===== src/rtl/frame_xchg_pkg.sv =====
package frame_xchg_pkg;

    typedef enum logic [2:0] {
        ST_IDLE     = 3'd0,
        ST_CAPTURE  = 3'd1,
        ST_WAIT_CMP = 3'd2,
        ST_READOUT  = 3'd3,
        ST_CHECK    = 3'd4,
        ST_DONE     = 3'd5
    } seq_state_t;

    localparam int IRQ_SYNC_STAGES = 2;

    function automatic logic handshake(input logic valid, input logic ready);
        return valid & ready;
    endfunction

endpackage


===== src/rtl/fx_irq_sync.sv =====
module fx_irq_sync #(
    parameter int STAGES = frame_xchg_pkg::IRQ_SYNC_STAGES
) (
    input  logic clk,
    input  logic rst,
    input  logic async_in,
    output logic rise
);
    logic [STAGES-1:0] sync_q;
    logic              prev_q;

    always_ff @(posedge clk) begin
        if (rst) begin
            sync_q <= '0;
            prev_q <= 1'b0;
        end else begin
            sync_q <= {sync_q[STAGES-2:0], async_in};
            prev_q <= sync_q[STAGES-1];
        end
    end

    assign rise = sync_q[STAGES-1] & ~prev_q;
endmodule


===== src/rtl/fx_down_counter.sv =====
module fx_down_counter #(
    parameter int W = 8
) (
    input  logic         clk,
    input  logic         rst,
    input  logic         load,
    input  logic [W-1:0] load_val,
    input  logic         dec,
    output logic         last
);
    logic [W-1:0] remain;

    always_ff @(posedge clk) begin
        if (rst)
            remain <= '0;
        else if (load)
            remain <= load_val;
        else if (dec && remain != '0)
            remain <= remain - W'(1);
    end

    // last word pending: remaining count is 0 or 1
    assign last = (remain[W-1:1] == '0);
endmodule


===== src/rtl/frame_xchg_seq.sv =====
module frame_xchg_seq
    import frame_xchg_pkg::*;
#(
    parameter int PIX_W     = 8,
    parameter int DATA_W    = 8,
    parameter int FRAME_PIX = 16,
    parameter int CNT_W     = 16
) (
    input  logic              clk,
    input  logic              rst,
    input  logic              soft_rst,
    input  logic              acq_cmd,
    input  logic              pix_valid,
    input  logic [PIX_W-1:0]  pix_data,
    input  logic              ofifo_full,
    input  logic              ofifo_half,
    input  logic              ofifo_empty,
    output logic              ofifo_wr_en,
    output logic [PIX_W-1:0]  ofifo_wr_data,
    output logic              dma_req,
    input  logic              cmp_irq,
    input  logic [CNT_W-1:0]  eof_count,
    input  logic              ififo_valid,
    input  logic [DATA_W-1:0] ififo_data,
    output logic              ififo_rd_en,
    input  logic              hbuf_ready,
    output logic              hbuf_wr_en,
    output logic [DATA_W-1:0] hbuf_wr_data,
    input  logic              encode_valid,
    output logic              end_notice,
    output logic              overflow
);
    localparam int PIX_CNT_W = $clog2(FRAME_PIX + 1);

    seq_state_t state, state_nxt;
    logic irq_rise;
    logic pix_take, rd_fire;
    logic pix_load, pix_last;
    logic rd_load, rd_last;

    fx_irq_sync u_irq_sync (
        .clk      (clk),
        .rst      (rst),
        .async_in (cmp_irq),
        .rise     (irq_rise)
    );

    assign pix_take = (state == ST_CAPTURE) && pix_valid;
    assign rd_fire  = (state == ST_READOUT) && handshake(ififo_valid, hbuf_ready);
    assign pix_load = ((state == ST_IDLE) && acq_cmd) ||
                      ((state == ST_CHECK) && encode_valid);
    assign rd_load  = (state == ST_WAIT_CMP) && irq_rise;

    fx_down_counter #(.W(PIX_CNT_W)) u_pix_cnt (
        .clk      (clk),
        .rst      (rst),
        .load     (pix_load),
        .load_val (PIX_CNT_W'(FRAME_PIX)),
        .dec      (pix_take),
        .last     (pix_last)
    );

    fx_down_counter #(.W(CNT_W)) u_rd_cnt (
        .clk      (clk),
        .rst      (rst),
        .load     (rd_load),
        .load_val (eof_count),
        .dec      (rd_fire),
        .last     (rd_last)
    );

    always_comb begin
        state_nxt = state;
        unique case (state)
            ST_IDLE:     if (acq_cmd)            state_nxt = ST_CAPTURE;
            ST_CAPTURE:  if (pix_take && pix_last) state_nxt = ST_WAIT_CMP;
            ST_WAIT_CMP: if (irq_rise)           state_nxt = ST_READOUT;
            ST_READOUT:  if (rd_fire && rd_last) state_nxt = ST_CHECK;
            ST_CHECK:    state_nxt = encode_valid ? ST_CAPTURE : ST_DONE;
            ST_DONE:     state_nxt = ST_IDLE;
            default:     state_nxt = ST_IDLE;
        endcase
    end

    always_ff @(posedge clk) begin
        if (rst || soft_rst) begin
            state    <= ST_IDLE;
            dma_req  <= 1'b0;
            overflow <= 1'b0;
        end else begin
            state <= state_nxt;
            if (pix_take && ofifo_full)
                overflow <= 1'b1;
            if ((state == ST_CAPTURE) && ofifo_half)
                dma_req <= 1'b1;
            else if ((state == ST_IDLE) ||
                     ((state == ST_WAIT_CMP) && ofifo_empty))
                dma_req <= 1'b0;
        end
    end

    assign ofifo_wr_en   = pix_take && !ofifo_full;
    assign ofifo_wr_data = pix_data;
    assign ififo_rd_en   = rd_fire;
    assign hbuf_wr_en    = rd_fire;
    assign hbuf_wr_data  = ififo_data;
    assign end_notice    = (state == ST_DONE);
endmodule


===== config.mk =====
export PLATFORM = sky130hd
export DESIGN_NAME = frame_xchg_seq
export DESIGN_NICKNAME = d
export VERILOG_FILES = /design/src/rtl/frame_xchg_pkg.sv /design/src/rtl/fx_irq_sync.sv /design/src/rtl/fx_down_counter.sv /design/src/rtl/frame_xchg_seq.sv
export SDC_FILE = /design/constraint.sdc
export NUM_CORES = 1
export LEC_CHECK = 0
export ABC_AREA = 1
export BUFFER_PORTS_ARGS = -buffer_cell sky130_fd_sc_hd__buf_2
export CAP_MARGIN = 20
export CORE_UTILIZATION = 51
export CTS_CLUSTER_DIAMETER = 100
export DETAILED_ROUTE_END_ITERATION = 8
export GPL_ROUTABILITY_DRIVEN = 1
export GPL_TIMING_DRIVEN = 1
export PLACE_DENSITY = 0.9
export SYNTH_ARGS = -nofsm -noshare
export SYNTH_HDL_FRONTEND = slang
export SYNTH_SLANG_ARGS = --single-unit

===== constraint.sdc =====
create_clock -name clk -period 1.63 [get_ports clk]
set_input_delay 0.326 -clock clk [delete_from_list [all_inputs] [get_ports clk]]
set_output_delay 0.326 -clock clk [all_outputs]
set_load 0.03 [all_outputs]

==> run metrics, run 1 <==
status=complete, no violations; Net Sw Frac=26.0%; CTS tree=done; Max-Slew Margin vs Limit=67.8%; final wirelength=4560 um; Setup crit end kind=output pin; Power Dens Cells=748 mW/mm^2; Nets=406; simple logic cell fraction of the synthesized area=43.0%; vias=2010; Detail Route Antenna Nets=0; FF-to-FF path depth=9; core area=0.00372 mm^2; vias per inst=4.93; first-pass GRT wire length=7410 um; clk_skew=0.00637 ns; RSZ-0062 raised after global routing=yes; Critical-path top delay cell=dfxtp_4; vias in the first global route=1831; CP Depth=5; CP max stage delay=0.38 ns; Slew @ Worst Pin=0.483 ns; Post-Syn Instances=336; Hold/Removal Path Class=input port to flip-flop; initial core utilization=54.2%; top cell type's share of synthesized area=28.8%; io pins=66; HPWL after DPL=3270 um; cell taking the most area after synthesis=dfxtp_1; Crit Path Category=flip-flop to output pin; Seq/Total Area, Yosys=28.8%; part of the power in registers=43.1%; CP required=1.30 ns; commonest non-fill, non-tap cells in the layout=nand2_1, nor2_1, inv_1; GRT Overall Usage=22.9%; Leak=1.22 nW; Area Overhead vs Synth=13.9%; Final Cycle Share=99.3%; # clock sinks=29; WP data arrival=1.29 ns; delay-heaviest family, CP=simple AND/OR/NAND/NOR gates; DRT Pass-1 Iters=4; largest family of logic cells by synthesized area=simple AND/OR/NAND/NOR gates; xor and xnor fraction of the mapped netlist area=0.870%; Slew Viols, Final=0; Setup violations, final=0; worst flop-to-flop path endpoint=u_rd_cnt.remain[7]$_SDFFE_PP0P_; full die area=0.00420 mm^2; Switching Power=0.446 mW; Synth Area in Adders=1.24%; crit path launch type=flip-flop; Remaining DRCs=0; flops & latches, synth=29; internal power=1.27 mW; Final Critical Period=1.62 ns; Die Span Y=64.8 um; Critical Path End=ofifo_wr_en; post-synthesis compound-gate area fraction=8.94%; commonest non-fill, non-tap cell in the layout=nand2_1; Total Power=1.72 mW; CTS Buffer Depth=2; maxcap violations=0; worst hold path cell count=3; worst r2r src=u_rd_cnt.remain[0]$_SDFFE_PP0P_; grt total ovfl=0; crit path buf inv count=2; syn nets=382; diode count=0; final hold viol count=0; die width=64.8 um; WL/cell=11.2 um; CP Cell Sequence=inv_4 > nor3_4 > nand2_2 > nor2_2 > buf_6; number of DRC markers in iteration 0=109; routability congestion estimate=0.869; syn avg cell area=6.00 um^2; Clock Latency Late Sink=0.29 ns; H-tree depth=2; clock slew at reported path FFs=0.07 ns; initial antenna violation count=0; total CTS buffers=5; Synthesis Warnings=0; Gate power share=14.7%; Area contributors post-synth=dfxtp_1, nand2_1, nor2_1; Crit Path Max Fanout=4; worst ir drop on vdd=0.436 mV; IO Port Bufs=33; # rows=22; Synth cell types=30; CP Launch Point=state[0]$_SDFFE_PP0P_; fillers=364; largest net degree at the start of global routing=21; mux cell area share after synthesis=0%; cell area after synthesis=0.00201 mm^2; final core occ=61.8%; register-to-register setup slack=0.09 ns; clock root cell=clkbuf_8; Clock power frac=42.2%; share of layout cells above drive strength 1=19.7%; Max Fclk=618 MHz
[synth_stat cells (all sizes together)]
| master | number |
|---|---|
| dfxtp | 29 |
| buf | 22 |
| nand3 | 33 |
| xnor2 | 1 |
| nor2 | 70 |
| inv | 46 |
| a21oi | 10 |
| a31oi | 1 |
| or2 | 2 |
| nand2 | 90 |
| nor3 | 4 |
| xor2 | 1 |
| o21bai | 1 |
| a21boi | 1 |
| nand4 | 1 |
| o21ai | 21 |
| clkbuf | 1 |
| ha | 2 |
[registers in the layout, indices dropped and copies added, names as in the netlist]
signal             count
dma_req                1
overflow               1
state                  3
u_irq_sync.prev_q      1
u_irq_sync.sync_q      2
u_pix_cnt.remain       5
u_rd_cnt.remain       16
[power groups by stage]
stage / sequential (mW) / combinational [mW] / clock [mW]
6_report: 0.739 / 0.252 / 0.725
5_1_grt: 0.741 / 0.286 / 0.769
4_1_cts: 0.738 / 0.243 / 0.740
3_3_place_gp: 0.752 / 0.233 / 0
2_1_floorplan: 0.751 / 0.243 / 0
3_5_place_dp: 0.752 / 0.240 / 0
[layer usage]
| layer | GRT usage [%] | share of wire, % | vias up |
|---|---|---|---|
| met4 | 8.89 | 1.4 | 0 |
| met2 | 40.2 | 48 | 53 |
| met1 | 25.0 | 44 | 879 |
| li1 | - | - | 1070 |
| met5 | 0 | 0 | - |
| met3 | 7.92 | 6.7 | 8 |
[repair_timing]
action | 4_1_cts | 5_1_grt
resized for setup | 4 | 18
setup buffers | 1 | 1
pin swaps | 1 | 3
gates cloned | 0 | 0
hold buffers | 0 | 0
endpoints found under the setup margin | 3 | 18
[logic make-up (layout without fill, tap and decap cells)]
logic type	after synthesis	count (layout)
compound gates	34	34
xor+xnor	2	2
fa+ha+maj	2	2
buf+inv	69	93
flops	29	29
simple gates	200	200
[final cells by class]
cell class / count / area, um^2 / area share (%)
well taps: 48 / 60.1 / 2.62
clock buffers: 5 / 68.8 / 3.00
inverters: 46 / 178 / 7.74
clock inverters: 2 / 35.0 / 1.53
multi-input cells: 238 / 1120 / 49.0
flip-flops and latches: 29 / 587 / 25.6
repair buffers: 40 / 241 / 10.5
[how the worst min path moves through the flow]
stage | from | endpoint | slack, ns
after CTS | cmp_irq | u_irq_sync.sync_q[0]$_SDFF_PP0_ | 0.22
after detailed placement | u_irq_sync.sync_q[0]$_SDFF_PP0_ | u_irq_sync.sync_q[1]$_SDFF_PP0_ | 0.41
after floorplan | u_irq_sync.sync_q[0]$_SDFF_PP0_ | u_irq_sync.sync_q[1]$_SDFF_PP0_ | 0.39
final | cmp_irq | u_irq_sync.sync_q[0]$_SDFF_PP0_ | 0.23
after global routing | cmp_irq | u_irq_sync.sync_q[0]$_SDFF_PP0_ | 0.23
after global placement | u_irq_sync.sync_q[0]$_SDFF_PP0_ | u_irq_sync.sync_q[1]$_SDFF_PP0_ | 0.39
[worst register-to-register path: stages, from the launching register on]
cell and delay, ns:
dfxtp_1 0.32, inv_1 0.08, ha_2 0.20, nand2_2 0.11
nor2_4 0.14, nand2_2 0.11, nand2_4 0.13, nand2_8 0.12
o21ai_0 0.16, nor2_1 0.06
[through the flow]
step | area [um^2] | cells | hold slack (ns) | worst slack, ns | TNS [ns]
floorplan | 2010 | 336 | 0.388 | 0.108 | 0
global placement | 2120 | 399 | 0.392 | 0.116 | 0
detailed placement | 2120 | 399 | 0.408 | 0.0255 | 0
CTS | 2240 | 407 | 0.224 | 0.00800 | 0
global route | 2290 | 408 | 0.234 | -0.0529 | -0.0700
finish | 2290 | 408 | 0.232 | 0.0108 | 0
(Power assumes the default switching activity.)
==> inputs of run 2 (changes only) <==
REMOVE_ABC_BUFFERS = 1   (was unset)
==> run metrics, run 2 (synthesis results as in run 1) <==
initial core utilization=54.2% (unchanged); initial antenna violation count=0 (unchanged); # clock sinks=29 (unchanged); placed insts=399 (unchanged); commonest non-fill, non-tap cells in the layout=nand2_1, nor2_1, inv_1; # rows=22 (unchanged); Slew Viols, Final=0 (unchanged); worst r2r src=u_rd_cnt.remain[10]$_SDFFE_PP0P_; IO Port Bufs=33 (unchanged); CTS Buffer Depth=2 (unchanged); HPWL after DPL=3280 um (+0.31%); max reg flops=16 (unchanged); Die Span Y=64.8 um (unchanged); io pins=66 (unchanged); Max Fclk=619 MHz (+0.24%); CP Launch Point=state[0]$_SDFFE_PP0P_; hold buffers post-CTS=0 (unchanged); Place WS=0.0200 ns (-0.00557 ns); core area=0.00372 mm^2 (unchanged); vias=2118 (+5.4%); diode count=0 (unchanged); final hold viol count=0 (unchanged); routability congestion estimate=0.934 (+7.6%); Hold/Removal Path Class=input port to flip-flop; CTS tree=done; worst hold start=cmp_irq; Largest Register=u_rd_cnt.remain; vias in the first global route=1868 (+2.0%); largest net degree at the start of global routing=22 (+4.8%); commonest non-fill, non-tap cell in the layout=nand2_1; Max-Slew Margin vs Limit=69.0% (+1.2 points); Crit Path Category=flip-flop to output pin; final wirelength=4690 um (+2.8%); final core occ=62.0% (+0.20 points); maxcap violations=0 (unchanged); number of DRC markers in iteration 0=226 (+110%); multi-input logic area=0.00113 mm^2 (+0.56%); CP required=1.30 ns (about the same); clock slew at reported path FFs=0.07 ns (about the same); GRT Overall Usage=23.2% (+0.29 points); Crit Path Max Fanout=4 (unchanged); vias per inst=5.14 (+4.4%); Final Critical Period=1.62 ns (-0.00393 ns); Slew @ Worst Pin=0.465 ns (-0.0180 ns); top flop regs=u_rd_cnt.remain (16), u_pix_cnt.remain (5), state (3); Reg area=584 um^2 (-0.43%); Clock Latency Late Sink=0.29 ns (about the same); Leak=1.23 nW (+0.82%); total CTS buffers=5 (unchanged); clock root cell=clkbuf_8; H-tree depth=2 (unchanged); clk_skew=0.00409 ns (-0.00228 ns); TNS Setup=0 ns (unchanged); WP data arrival=1.29 ns (about the same); Detail Route Antenna Nets=0 (unchanged); grt total ovfl=0 (unchanged); Setup crit end kind=output pin; crit path launch type=flip-flop; RSZ-0062 raised after global routing=yes; Setup violations, final=0 (unchanged); Area Overhead vs Synth=14.3%; Layout Cells excl Fill=412 (+0.98%); DRT Pass-1 Iters=5 (+1); final hold slack=0.240 ns (+0.00803 ns); worst ir drop on vdd=0.493 mV (+13%); Power Dens Cells=690 mW/mm^2 (-7.7%); Remaining DRCs=0 (unchanged); share of layout cells above drive strength 1=19.8% (+0.058 points); full die area=0.00420 mm^2 (unchanged); WL/cell=11.4 um (+1.8%); status=complete, no violations; final worst setup slack=0.0147 ns (+0.00393 ns); Nets=409 (+0.74%); die width=64.8 um (unchanged); fillers=351 (-3.6%); first-pass GRT wire length=7600 um (+2.6%); Final Cycle Share=99.1% (-0.24 points)
## run 2: cell types whose count changed in the layout (fill, tap and decap cells not counted), sizes merged
cell	previous run	this run
clkinv	1	2
clkinvlp	0	1
bufinv	1	0
clkbuf	6	5
buf	39	43
## run 2: what timing repair did
item	4_1_cts	5_1_grt
endpoints found under the hold margin	0	0
gates resized for setup	2	20
pin swaps	2	7
endpoints found under the setup margin	4	19
setup buffers	1	4
## run 2: layout make-up
cell class | count | area share [%]
Clock buffer | 5 | 2.99
Clock inverter | 3 | 0.761
Inverter | 46 | 7.50
Multi-Input combinational cell | 238 | 49.1
Sequential cell | 29 | 25.4
Tap cell | 48 | 2.61
Timing Repair Buffer | 43 | 11.6
## run 2: through the flow
step	power [mW]	area, um^2
2_1_floorplan	0.915	1840
3_3_place_gp	0.984	2120
3_5_place_dp	0.992	2120
4_1_cts	1.58	2220
5_1_grt	1.67	2300
6_report	1.59	2300
## run 2: worst paths after layout
| path | slack [ns] | cells after the start | endpoint |
|---|---|---|---|
| worst max-delay path | 0.01 | 5 | ofifo_wr_en |
| worst min-delay path | 0.24 | 3 | u_irq_sync.sync_q[0]$_SDFF_PP0_ |
| worst max register to register | 0.13 | 8 | u_rd_cnt.remain[7]$_SDFFE_PP0P_ |
| worst min register to register | 0.41 | 2 | u_irq_sync.sync_q[1]$_SDFF_PP0_ |
## run 2: per-layer routing
| metal | vias up | global-route usage [%] | share of wire (%) |
|---|---|---|---|
| li1 | 1079 | - | - |
| met1 | 916 | 25.2 | 41 |
| met2 | 115 | 38.9 | 48 |
| met3 | 8 | 10.9 | 9.2 |
| met4 | 0 | 8.61 | 2.0 |
| met5 | - | 0 | 0 |
## run 2: report_power, final
group / total, mW / internal (mW) / leakage (nW) / switching (mW)
clock network: 0.596 / 0.294 / 0.0439 / 0.302
registers: 0.737 / 0.723 / 0.236 / 0.0136
logic: 0.256 / 0.103 / 0.947 / 0.153
total: 1.59 / 1.12 / 1.23 / 0.469
## run 2: worst max-delay path, stage by stage (launching register included)
cell	delay [ns]
dfxtp_4	0.37
inv_2	0.04
nor3_2	0.24
nand2_2	0.08
nor2_1	0.11
buf_4	0.16
==> inputs of run 3 (changes only) <==
CTS_BUF_LIST = sky130_fd_sc_hd__clkbuf_16   (was unset)
==> run metrics, run 3 (synthesis results as in run 1) <==
maxcap violations=0 (unchanged); Clock Latency Late Sink=0.28 ns (about the same); total CTS buffers=5 (unchanged); top flop regs=u_rd_cnt.remain (16), u_pix_cnt.remain (5), state (3); crit path launch type=flip-flop; GRT Overall Usage=23.3% (+0.11 points); core area=0.00372 mm^2 (unchanged); Nets=409 (unchanged); final wirelength=4770 um (+1.8%); fillers=346 (-1.4%); Leak=1.25 nW (+2.0%); initial antenna violation count=0 (unchanged); max reg flops=16 (unchanged); final hold slack=0.255 ns (+0.0143 ns); part of the power in registers=39.3% (-7.1 points); delay-heaviest family, CP=simple AND/OR/NAND/NOR gates; WP data arrival=1.27 ns (-0.02 ns); grt total ovfl=0 (unchanged); die width=64.8 um (unchanged); IO Port Bufs=33 (unchanged); io pins=66 (unchanged); HPWL after DPL=3280 um (unchanged); share of layout cells above drive strength 1=19.8% (unchanged); commonest non-fill, non-tap cell in the layout=nand2_1; Detail Route Antenna Nets=0 (unchanged); CTS tree=done; Slew Viols, Final=0 (unchanged); Largest Register=u_rd_cnt.remain; Crit Path Max Fanout=4 (unchanged); # clock sinks=29 (unchanged); H-tree depth=2 (unchanged); worst ir drop on vdd=0.540 mV (+9.6%); clock slew at reported path FFs=0.05 ns (-0.02 ns); initial core utilization=54.2% (unchanged); CP required=1.30 ns (about the same); Max Fclk=627 MHz (+1.2%); clock root cell=clkbuf_16; DRT Pass-1 Iters=5 (unchanged); vias per inst=5.18 (+0.76%); Setup crit end kind=output pin; Max-Slew Margin vs Limit=68.0% (-0.98 points); internal power=1.39 mW (+24%); status=complete, no violations; Final Critical Period=1.60 ns (-0.0192 ns); RSZ-0062 raised after global routing=yes; commonest non-fill, non-tap cells in the layout=nand2_1, nor2_1, inv_1; vias=2134 (+0.76%); full die area=0.00420 mm^2 (unchanged); Hold/Removal Path Class=input port to flip-flop; Final Cycle Share=97.9% (-1.2 points); Die Span Y=64.8 um (unchanged); hold buffers post-CTS=0 (unchanged); WL/cell=11.6 um (+1.8%); largest net degree at the start of global routing=22 (unchanged); Crit Path Category=flip-flop to output pin; Slew @ Worst Pin=0.480 ns (+0.0146 ns); Power Dens Cells=800 mW/mm^2 (+16%); CP max stage delay=0.36 ns (about the same); worst hold path cell count=3 (unchanged); Area Overhead vs Synth=16.7%; final core occ=63.3% (+1.3 points); Remaining DRCs=0 (unchanged); CP Depth=5 (unchanged); Clock power frac=47.1% (+9.6 points); FF-to-FF path depth=8 (unchanged); CTS Buffer Depth=2 (unchanged); Gate power share=13.6% (-2.5 points); final hold viol count=0 (unchanged); crit path buf inv count=2 (unchanged); Switching Power=0.495 mW (+5.7%); Net Sw Frac=26.3% (-3.2 points); number of DRC markers in iteration 0=186 (-18%); routability congestion estimate=0.934 (unchanged); CP Cell Sequence=inv_2 > nor3_2 > nand2_2 > nor2_1 > buf_4; Critical-path top delay cell=dfxtp_4; first-pass GRT wire length=7570 um (-0.45%); diode count=0 (unchanged); Setup violations, final=0 (unchanged); # rows=22 (unchanged); vias in the first global route=1869 (+0.054%); clk_skew=0.00304 ns (-0.00105 ns)
[run 3: cell types whose count changed in the layout (fill, tap and decap cells not counted)]
cell       before  now
buf_4          10   12
clkbuf_8        5    0
buf_6           2    0
clkbuf_16       0    5
[run 3: metrics by stage]
step           cell area (um^2)  setup WS (ns)  cells  power, mW  TNS [ns]
6_report                   2350         0.0339    412       1.88         0
5_1_grt                    2350        -0.0160    412       1.96   -0.0360
4_1_cts                    2270       -0.00306    408       1.89  -0.00546
3_5_place_dp               2120         0.0200    399      0.992         0
3_3_place_gp               2120          0.122    399      0.984         0
2_1_floorplan              1840          0.108    313      0.915         0
[run 3: layer usage]
layer	wire, um	part of all wire [%]	track usage (%)	up-vias
met3	437	9.2	10.6	14
met4	102	2.1	11.7	0
met2	2290	48	38.7	117
li1	-	-	-	1075
met1	1940	41	24.8	928
met5	0	0	0	-
[run 3: worst reg2reg max path, stage by stage (launching register included)]
cell and delay (ns):
dfxtp_1 0.35, nor2_1 0.21, nand2_1 0.10, nor2_2 0.17
nand2_4 0.10, nand2_4 0.13, nand2_8 0.12, o21ai_1 0.16
nor2_1 0.06
[run 3: repair_timing]
action | in CTS | in global routing
pin swaps | 2 | 7
gates resized for setup | 2 | 18
setup buffers | 1 | 4
endpoints found under the setup margin | 4 | 19
[run 3: area by class of cell]
class	count	area [um^2]	area share [%]
inverter	46	173	7.34
timing repair buffer	43	260	11.1
multi-input combinational	238	1130	48.1
sequential	29	584	24.9
tap	48	60.1	2.55
clock buffer	5	125	5.32
clock inverter	3	17.5	0.745
[run 3: worst paths after layout]
kind / to / slack [ns] / from
max: ofifo_wr_en / 0.03 / state[0]$_SDFFE_PP0P_
min: u_irq_sync.sync_q[0]$_SDFF_PP0_ / 0.25 / cmp_irq
max reg2reg: u_rd_cnt.remain[7]$_SDFFE_PP0P_ / 0.13 / u_rd_cnt.remain[8]$_SDFFE_PP0P_
min reg2reg: u_irq_sync.sync_q[1]$_SDFF_PP0_ / 0.41 / u_irq_sync.sync_q[0]$_SDFF_PP0_
[run 3: power groups by stage]
stage	combinational, mW	clock [mW]	sequential (mW)
3_3_place_gp	0.233	0	0.752
3_5_place_dp	0.240	0	0.753
4_1_cts	0.244	0.904	0.738
2_1_floorplan	0.165	0	0.751
5_1_grt	0.290	0.935	0.739
6_report	0.256	0.886	0.739
